`src/rtl/pwm16_pkg.sv`:
```
package pwm16_pkg;

    localparam int CH_N    = 16;
    localparam int DUTY_W  = 8;
    localparam int ADDR_W  = 8;
    localparam int HALF_N  = CH_N / 2;
    localparam int GPIO_N  = CH_N - HALF_N;
    localparam int RUN_BIT = 7;

    typedef logic [DUTY_W-1:0] duty_t;
    typedef logic [ADDR_W-1:0] addr_t;

    localparam addr_t ADDR_CFG    = 8'h00;
    localparam addr_t ADDR_EN_HI  = 8'h01;
    localparam addr_t ADDR_EN_LO  = 8'h02;
    localparam addr_t ADDR_IO_OWN = 8'h04;
    localparam addr_t ADDR_DUTY   = 8'h10;
    localparam addr_t ADDR_UPDATE = 8'hB0;

    typedef struct packed {
        logic                  run;
        logic [CH_N-1:0]       en;
        logic [GPIO_N-1:0]     io_own;
        duty_t [CH_N-1:0]      shadow;
    } regs_t;

    typedef struct packed {
        duty_t                 cnt;
        logic                  pending;
        duty_t [CH_N-1:0]      active;
    } bank_t;

endpackage

```
`src/rtl/pwm16_regfile.sv`:
```
module pwm16_regfile
    import pwm16_pkg::*;
(
    input  logic              clk,
    input  logic              rst_n,
    input  logic              wr_en,
    input  addr_t             wr_addr,
    input  logic [DUTY_W-1:0] wr_data,
    output logic              run,
    output logic [CH_N-1:0]   en,
    output logic [GPIO_N-1:0] io_own,
    output duty_t [CH_N-1:0]  shadow,
    output logic              upd_strobe
);

    localparam regs_t RESET_VAL = '{run: 1'b1, en: '1, io_own: '0, shadow: '0};

    regs_t r_d, r_q;

    always_comb begin
        r_d        = r_q;
        upd_strobe = 1'b0;
        if (wr_en) begin
            if (wr_addr == ADDR_CFG)    r_d.run = wr_data[RUN_BIT];
            if (wr_addr == ADDR_EN_HI)  r_d.en[CH_N-1:HALF_N] = wr_data[CH_N-HALF_N-1:0];
            if (wr_addr == ADDR_EN_LO)  r_d.en[HALF_N-1:0]    = wr_data[HALF_N-1:0];
            if (wr_addr == ADDR_IO_OWN) r_d.io_own = wr_data[GPIO_N-1:0];
            if (wr_addr == ADDR_UPDATE) upd_strobe = 1'b1;
            for (int i = 0; i < CH_N; i++) begin
                if (wr_addr == ADDR_W'(int'(ADDR_DUTY) + CH_N - 1 - i))
                    r_d.shadow[i] = wr_data;
            end
        end
    end

    always_ff @(posedge clk or negedge rst_n) begin
        if (!rst_n) r_q <= RESET_VAL;
        else        r_q <= r_d;
    end

    assign run    = r_q.run;
    assign en     = r_q.en;
    assign io_own = r_q.io_own;
    assign shadow = r_q.shadow;

endmodule

```
`src/rtl/pwm16_bank.sv`:
```
module pwm16_bank
    import pwm16_pkg::*;
(
    input  logic             clk,
    input  logic             rst_n,
    input  logic             upd_strobe,
    input  duty_t [CH_N-1:0] shadow,
    output duty_t            cnt,
    output logic             pending,
    output duty_t [CH_N-1:0] active
);

    bank_t b_d, b_q;
    logic  wrap;

    always_comb begin
        b_d         = b_q;
        wrap        = (b_q.cnt == '1);
        b_d.cnt     = b_q.cnt + 1'b1;
        b_d.pending = upd_strobe | (b_q.pending & ~wrap);
        if (wrap && b_q.pending) b_d.active = shadow;
    end

    always_ff @(posedge clk or negedge rst_n) begin
        if (!rst_n) b_q <= '0;
        else        b_q <= b_d;
    end

    assign cnt     = b_q.cnt;
    assign pending = b_q.pending;
    assign active  = b_q.active;

endmodule

```
`src/rtl/pwm16_gate.sv`:
```
module pwm16_gate
    import pwm16_pkg::*;
(
    input  duty_t            cnt,
    input  duty_t [CH_N-1:0] active,
    input  logic             run,
    input  logic             shutdown_n,
    input  logic [CH_N-1:0]  en,
    input  logic [CH_N-1:0]  own_full,
    output logic [CH_N-1:0]  drive
);

    logic global_on;
    assign global_on = run & shutdown_n;

    for (genvar g = 0; g < CH_N; g++) begin : g_ch
        logic below;
        assign below    = (cnt < active[g]);
        assign drive[g] = global_on & en[g] & ~own_full[g] & below;
    end

endmodule

```
`src/rtl/pwm_dimmer16.sv`:
```
module pwm_dimmer16
    import pwm16_pkg::*;
(
    input  logic        clk,
    input  logic        rst_n,
    input  logic        wr_en,
    input  logic [7:0]  wr_addr,
    input  logic [7:0]  wr_data,
    input  logic        shutdown_n,
    output logic [15:0] drive
);

    logic              run;
    logic [CH_N-1:0]   en;
    logic [GPIO_N-1:0] io_own;
    logic [CH_N-1:0]   own_full;
    duty_t [CH_N-1:0]  shadow;
    duty_t [CH_N-1:0]  active;
    duty_t             cnt;
    logic              pending;
    logic              upd_strobe;

    assign own_full = {io_own, {(CH_N-GPIO_N){1'b0}}};

    pwm16_regfile u_regs (
        .clk        (clk),
        .rst_n      (rst_n),
        .wr_en      (wr_en),
        .wr_addr    (wr_addr),
        .wr_data    (wr_data),
        .run        (run),
        .en         (en),
        .io_own     (io_own),
        .shadow     (shadow),
        .upd_strobe (upd_strobe)
    );

    pwm16_bank u_bank (
        .clk        (clk),
        .rst_n      (rst_n),
        .upd_strobe (upd_strobe),
        .shadow     (shadow),
        .cnt        (cnt),
        .pending    (pending),
        .active     (active)
    );

    pwm16_gate u_gate (
        .cnt        (cnt),
        .active     (active),
        .run        (run),
        .shutdown_n (shutdown_n),
        .en         (en),
        .own_full   (own_full),
        .drive      (drive)
    );

endmodule

```
`config.mk`:
```
export PLATFORM = sky130hd
export DESIGN_NAME = pwm_dimmer16
export DESIGN_NICKNAME = d
export VERILOG_FILES = /design/src/rtl/pwm16_pkg.sv /design/src/rtl/pwm16_regfile.sv /design/src/rtl/pwm16_bank.sv /design/src/rtl/pwm16_gate.sv /design/src/rtl/pwm_dimmer16.sv
export SDC_FILE = /design/constraint.sdc
export NUM_CORES = 1
export LEC_CHECK = 0
export BUFFER_PORTS_ARGS = -buffer_cell sky130_fd_sc_hd__buf_2
export CAP_MARGIN = 20
export CORE_ASPECT_RATIO = 1.2
export CORE_MARGIN = 10
export CORE_UTILIZATION = 45
export CTS_CLUSTER_DIAMETER = 100
export DETAILED_ROUTE_END_ITERATION = 16
export GPL_TIMING_DRIVEN = 0
export PLACE_DENSITY_LB_ADDON = 0.05
export SETUP_SLACK_MARGIN = 0.3
export SYNTH_ARGS = -nofsm -noshare
export SYNTH_HDL_FRONTEND = slang
export SYNTH_SLANG_ARGS = --single-unit
```
`constraint.sdc`:
```
create_clock -name clk -period 2.6 [get_ports clk]
set_input_delay 0.39 -clock clk [delete_from_list [all_inputs] [get_ports clk]]
set_output_delay 0.39 -clock clk [all_outputs]
set_load 0.01 [all_outputs]
```
==> metrics.md, run 1 <==
| Metric | Value |
|---|---|
| Outcome | `complete, but fails checks` |
| Violated checks | `setup timing` |
| Distinct cells, synth | `36` |
| Critical path buffers and inverters | `2` |
| Peak supply drop | `0.000672 V` |
| Routability cong. | `0.762` |
| Static Leak | `0.00788 uW` |
| Crit-path cells | `buf_16 > ha_1 > a2111o_1 > a31oi_2 > buf_2` |
| Worst EP arrival | `2.25 ns` |
| All-Layer GR Usage | `17.5%` |
| Routed WL per cell | `21.2 um` |
| Core area | `30,600 sq um` |
| Mean Syn Cell Area | `12.9 sq um` |
| Cell row count | `70` |
| Max cap viols | `0` |
| Die width | `181 um` |
| Syn Nets | `1,216` |
| M2 GR Usage | `29.8%` |
| Clock Root Buffer | `clkbuf_16` |
| Hold Path Class | `in2reg` |
| Final ANT Viol Nets | `0` |
| Initial antenna violation count | `0` |
| Crit share post-route | `102%` |
| Share of layout cells above drive strength 1 | `38.7%` |
| Most Crowded Layer GR | `met2` |
| Reg clk slew, reported paths | `0.06 ns` |
| Worst skew pair latency | `0.56 ns` |
| First-pass GRT wire length | `52.2 mm` |
| Hold Vio Cnt, Final | `0` |
| EDFF count, synth | `0` |
| Fin. max-slew vios | `0` |
| M3 GR Usage | `2.18%` |
| Final core utilization | `54.4%` |
| IO Count | `36` |
| Worst Max-Slew Pin Slew | `0.982 ns` |
| Crit path max-delay family | `compound AO/OA/AOI/OAI gates` |
| Crit path launch type | `flip-flop` |
| Clock Sinks | `290` |
| #FFs+latches synth | `290` |
| Initial DRT Pass Iterations | `4` |
| Final Cell Area | `16,600 sq um` |
| Met1 global-route usage | `23.3%` |
| Fillers | `2,666` |
| Post-Syn Instances | `1,083` |
| Fin cells | `1,595` |
| DRC | `0` |
| CP peak stage delay | `0.51 ns` |
| Max-slew headroom | `34.6%` |
| CTS tree | `built` |
| RSZ-0062 raised after global routing | `true` |
| Largest fanout on the critical path | `11` |
| Via count | `8,484` |
| Sequential share of the synthesized area | `52.0%` |
| Number of global-route vias before repair | `8,724` |
| Clk buf depth | `3` |
| # port buffers | `27` |
| Drt via density | `5.32` |
| YS warnings | `0` |
| CP Class | `reg2out` |
| 1st-iter DRT viols | `384` |
| Critical Path RT | `2.21 ns` |
| Setup crit end kind | `output pin` |
| TritonCTS Buffers | `31` |
| DP Worst Slack | `-0.569 ns` |
| Initial Utilization | `45.8%` |
| Largest net degree at the start of global routing | `117` |
| Total Nets Final | `1,306` |
| Die Height | `213 um` |
| Area after DPL | `14,800 sq um` |
| Final worst slack | `-0.0423 ns` |
| Max Clock Freq | `0.378 GHz` |
| Total Wirelength | `33.8 mm` |
| Synth-to-Final Area Change | `18.8%` |
| Post-Synthesis Cell Area | `14,000 sq um` |
| Post-route minimum period | `2.64 ns` |
| Pwr dens | `583 nW/um^2` |
| Dpl hpwl | `21.3 mm` |
| Placed cells | `1,513` |
| Main synth FF type | `dfrtp_1` |
| Area of the die | `38,600 sq um` |
| Final setup viols | `7` |
| H-tree depth | `1` |
| Async SR Flop Fraction | `100%` |
| Slowest CP cell | `dfrtp_4` |
| Skew final | `0.0106 ns` |
| Overflow after GRT | `0` |
==> report_power, final <==
group	internal [uW]	switching, uW	leakage, uW
registers	4640	57.3	0.00394
clock network	2860	1770	0.000513
logic	132	220	0.00343
total	7630	2050	0.00788
==> repair_timing <==
action,CTS,global route
hold endpoints to repair,61,0
cloned,0,2
hold buffers,1,0
resized for setup,66,38
pin swaps,22,17
buffers inserted,15,5
endpoints found under the setup margin,144,136
==> cells in the final DEF, fill, tap and decap left out, types with 5 or more instances in the layout <==
cell type and instances:
a21oi_1 15, buf_1 7, nand3_1 16, nor2b_1 10, o2111ai_1 11, buf_16 7, ha_4 11, mux2_2 273
bufinv_16 5, buf_8 6, buf_2 28, o2111ai_2 5, o21ai_0 17, nand2_1 53, clkbuf_8 7, mux2_4 8
inv_1 113, dfstp_2 17, nor2_1 19, clkbuf_1 29, dfrtp_1 265, buf_6 11, dfrtp_4 7, buf_4 17
nand2b_1 29, a2111o_1 16, clkbuf_16 32, a31oi_1 15, ha_1 98, nor4bb_4 5
==> worst register-to-register path: stages, from the launching register on <==
cell     delay, ns
dfrtp_4       0.48
buf_4         0.19
ha_1          0.24
nand3_4       0.12
nor3_4        0.29
buf_6         0.23
buf_6         0.21
mux2_2        0.36
==> synthesized netlist by cell type, drive strengths merged, types with 17 or more instances <==
| cell type | number | area [sq um] |
|---|---|---|
| nor2 | 19 | 71.3 |
| ha | 113 | 1410 |
| o21ai | 17 | 85.1 |
| mux2 | 281 | 3190 |
| dfstp | 17 | 447 |
| nand3 | 17 | 85.1 |
| dfrtp | 273 | 6830 |
| nand2b | 32 | 200 |
| inv | 113 | 424 |
| nand2 | 54 | 203 |
| clkbuf | 19 | 71.3 |
| buf | 22 | 108 |
==> cells by family after synthesis <==
| group | count (synthesis) | share of synthesized area, % |
|---|---|---|
| AOI/OAI and AO/OA | 82 | 4.24 |
| xor gates and xnor gates | 6 | 0.376 |
| adders and majority gates | 113 | 10.1 |
| buffers and inverters | 154 | 4.31 |
| DFF | 290 | 52.0 |
| muxes | 281 | 22.8 |
| and+or+nand+nor | 157 | 6.08 |
==> flip-flops by register name, summed over array words and instances, names as in the netlist <==
signal          flops
u_regs.run          1
u_bank.cnt          8
u_bank.pending      1
u_bank.active     128
u_regs.io_own       8
u_regs.en          16
u_regs.shadow     128
==> final cells by class <==
type	count	area, sq um	area share (%)
repair buffers	57	593	3.57
plain buffers	41	293	1.76
inverters	113	424	2.55
multi-input cells	639	6430	38.7
flip-flops and latches	290	7310	44.0
well taps	396	495	2.98
diodes	2	5.00	0.0301
clock buffers	51	911	5.48
clock inverters	6	158	0.949
==> metrics by stage <==
step | power, uW | hold slack, ns | setup TNS [ns]
2_1_floorplan | 4910 | 0.0944 | 0
3_3_place_gp | 5110 | 0.478 | -1372.00
3_5_place_dp | 5130 | 0.378 | -60.38
4_1_cts | 9800 | 0.103 | -0.594
5_1_grt | 10000 | 0.122 | -1.17
6_report | 9680 | 0.131 | -0.183
==> worst paths after layout <==
kind	start	to	slack (ns)	cells past startpoint
worst min register to register	u_regs.shadow[51]$_DFFE_PN0P_	u_bank.active[51]$_DFFE_PN0P_	0.50	1
worst min-delay path	wr_addr[5]	u_bank.pending$_DFF_PN0_	0.13	3
min in group asynchronous	rst_n	u_regs.shadow[11]$_DFFE_PN0P_	0.37	2
worst max register to register	u_bank.cnt[0]$_DFF_PN0_	u_bank.active[23]$_DFFE_PN0P_	0.37	7
worst max-delay path	u_bank.cnt[3]$_DFF_PN0_	drive[8]	-0.04	5
max in group asynchronous	rst_n	u_bank.active[76]$_DFFE_PN0P_	1.25	3
==> per-layer routing <==
metal / part of all wire (%) / wire length (um)
met1: 46 / 15700
met2: 48 / 16300
met3: 3.7 / 1250
met4: 1.8 / 596
met5: 0 / 0
No activity file was read; power rests on OpenSTA's default activity.
==> run 2: changes to the inputs <==
--- a/config.mk
+++ b/config.mk
@@ -5,16 +5,18 @@
 export SDC_FILE = /design/constraint.sdc
 export NUM_CORES = 1
 export LEC_CHECK = 0
+export ABC_CLOCK_PERIOD_IN_PS = 2600
 export BUFFER_PORTS_ARGS = -buffer_cell sky130_fd_sc_hd__buf_2
 export CAP_MARGIN = 20
 export CORE_ASPECT_RATIO = 1.2
 export CORE_MARGIN = 10
-export CORE_UTILIZATION = 45
+export CORE_UTILIZATION = 63
 export CTS_CLUSTER_DIAMETER = 100
 export DETAILED_ROUTE_END_ITERATION = 16
 export GPL_TIMING_DRIVEN = 0
 export PLACE_DENSITY_LB_ADDON = 0.05
 export SETUP_SLACK_MARGIN = 0.3
+export SLEW_MARGIN = 20
 export SYNTH_ARGS = -nofsm -noshare
 export SYNTH_HDL_FRONTEND = slang
 export SYNTH_SLANG_ARGS = --single-unit
==> run 2 against run 1 <==
  * The run still ends with setup timing left
  * Fmax down 0.83%
  * Register-to-register slack worse by 0.10 ns
  * Count of clock-buffer cells in the layout down 2
==> metrics.md, run 2 (same netlist as run 1, synthesis figures left out) <==
| Metric | Value |
|---|---|
| Clock power share | `45.0%` |
| Synth-to-Final Area Change | `17.2%` |
| R2R Path Start | `u_bank.cnt[1]$_DFF_PN0_` |
| Hold EP | `u_bank.pending$_DFF_PN0_` |
| Share of layout cells above drive strength 1 | `39.5%` |
| Initial DRT Pass Iterations | `4` |
| Reg power frac | `51.3%` |
| Max cap viols | `0` |
| RSZ-0062 raised after global routing | `true` |
| Worst Max-Slew Pin Slew | `0.986 ns` |
| Fillers | `1,422` |
| Worst R2R Setup Slack | `0.27 ns` |
| Max-slew headroom | `34.1%` |
| Static Leak | `0.00781 uW` |
| Largest net degree at the start of global routing | `101` |
| Internal power | `7180 uW` |
| Hold path start | `wr_addr[5]` |
| Initial antenna violation count | `1` |
| Most Crowded Layer GR | `met2` |
| Final setup viols | `7` |
| Met1 global-route usage | `29.6%` |
| CP Class | `reg2out` |
| Hold Path Class | `in2reg` |
| Comb pwr share | `3.7%` |
| IO Count | `36` |
| Cell row count | `59` |
| Overflow after GRT | `0` |
| Pwr dens | `559 nW/um^2` |
| Final core utilization | `75.3%` |
| Via count | `8,686` |
| Routability cong. | `0.816` |
| DP Worst Slack | `-0.463 ns` |
| Clock Root Buffer | `clkbuf_16` |
| Die Height | `183 um` |
| Outcome | `complete, but fails checks` |
| Clock Sinks | `290` |
| Reg clk slew, reported paths | `0.06 ns` |
| M2 GR Usage | `37.5%` |
| Drt via density | `5.90` |
| Sw Share | `21.6%` |
| Area of the die | `28,600 sq um` |
| Routed WL per cell | `21.8 um` |
| Initial Utilization | `64.2%` |
| Core area | `21,800 sq um` |
| H-tree depth | `1` |
| Total Wirelength | `32.1 mm` |
| Worst skew pair latency | `0.54 ns` |
| Post-route minimum period | `2.66 ns` |
| Most frequent cells in the layout | `mux2_2, dfrtp_1, inv_1` |
| Most common cell after layout, fill and taps aside | `mux2_2` |
| Final ANT Viol Nets | `0` |
| R2r endpoint | `u_bank.active[68]$_DFFE_PN0P_` |
| CTS tree | `built` |
| Number of global-route vias before repair | `9,133` |
| Peak supply drop | `0.000537 V` |
| Hold Vio Cnt, Final | `0` |
| TritonCTS Buffers | `29` |
| Crit share post-route | `102%` |
| Violated checks | `setup timing` |
| # port buffers | `27` |
| NetSw | `1980 uW` |
| Setup crit end kind | `output pin` |
| Max Clock Freq | `0.375 GHz` |
| 1st-iter DRT viols | `423` |
| Hold Crit Depth | `3` |
| Die width | `156 um` |
| DRC | `0` |
| Critical Path RT | `2.21 ns` |
| First-pass GRT wire length | `50.1 mm` |
| All-Layer GR Usage | `22.5%` |
| Largest fanout on the critical path | `5` |
| Worst Reg-to-Reg Cells | `9` |
| Multi-input gate area | `6490 sq um` |
| Fin. max-slew vios | `0` |
| Skew final | `0.0190 ns` |
| Crit path launch type | `flip-flop` |
| Worst EP arrival | `2.27 ns` |
| FF+latch area | `7300 sq um` |
| M3 GR Usage | `3.53%` |
| Final worst slack | `-0.0643 ns` |
| Clk buf depth | `3` |
| Dpl hpwl | `19.2 mm` |
| Total Nets Final | `1,309` |
-- run 2: changes by cell type in the layout (fill, tap and decap cells not counted), moves of 3 or more --
| cell | before | now |
|---|---|---|
| a21oi_1 | 15 | 8 |
| a21oi_2 | 1 | 8 |
| buf_6 | 11 | 18 |
| ha_4 | 11 | 18 |
| buf_16 | 7 | 2 |
| ha_1 | 98 | 93 |
| bufinv_16 | 5 | 1 |
| clkbuf_1 | 29 | 26 |
| clkbuf_8 | 7 | 10 |
| nand2b_1 | 29 | 32 |
| nand2b_4 | 3 | 0 |
-- run 2: metrics by stage --
step                area, sq um  setup TNS (ns)  hold slack (ns)  cells  total power [uW]
floorplan                 14000               0           0.0944   1083              4910
global placement          14500        -1237.93            0.479   1384              5090
detailed placement        14500          -46.39            0.460   1387              5110
CTS                       16100          -0.315            0.141   1465              9230
global route              16400           -1.03            0.149   1472              9440
finish                    16400          -0.229            0.160   1473              9160
-- run 2: area by class of cell --
cell class	count	area share, %
timing repair buffer	62	3.65
inverter	113	2.59
tap	274	2.09
multi-input combinational	639	39.6
clock inverter	4	0.313
sequential	290	44.6
clock buffer	49	5.44
antenna	1	0.0153
buffer	41	1.75
-- run 2: worst max path at each step --
stage / start / to / slack [ns]
after floorplan: u_bank.cnt[1]$_DFF_PN0_ / u_bank.active[0]$_DFFE_PN0P_ / 0.42
after global placement: rst_n / u_bank.cnt[1]$_DFF_PN0_ / -4.64
after detailed placement: u_bank.cnt[1]$_DFF_PN0_ / u_bank.active[47]$_DFFE_PN0P_ / -0.46
after CTS: u_bank.cnt[7]$_DFF_PN0_ / drive[9] / -0.06
after global routing: u_bank.cnt[1]$_DFF_PN0_ / drive[10] / -0.13
final: u_bank.cnt[1]$_DFF_PN0_ / drive[10] / -0.06
-- run 2: what timing repair did --
| action | CTS | global route |
|---|---|---|
| endpoints found under the hold margin | 88 | 0 |
| cloned | 0 | 2 |
| hold buffers | 1 | 0 |
| buffers inserted | 24 | 5 |
| endpoints found under the setup margin | 144 | 136 |
| gates resized for setup | 68 | 44 |
| pin swaps | 27 | 24 |
-- run 2: critical path: stages (launching register included) --
cell and delay [ns]:
dfrtp_4 0.55, buf_12 0.18, ha_1 0.27, a2111o_1 0.36, a31oi_1 0.21, buf_2 0.17
-- run 2: per-layer routing --
layer	wire (um)	part of all wire (%)	vias to the layer above
met2	15600	49	181
met5	0	0	-
met4	790	2.5	0
met1	14100	44	4460
met3	1610	5.0	54
li1	-	-	3991
-- run 2: power groups by stage --
stage / combinational (uW) / clock, uW / sequential (uW)
6_report: 343 / 4120 / 4700
5_1_grt: 378 / 4360 / 4710
4_1_cts: 346 / 4200 / 4690
3_5_place_dp: 340 / 0 / 4770
3_3_place_gp: 321 / 0 / 4770
2_1_floorplan: 156 / 0 / 4750
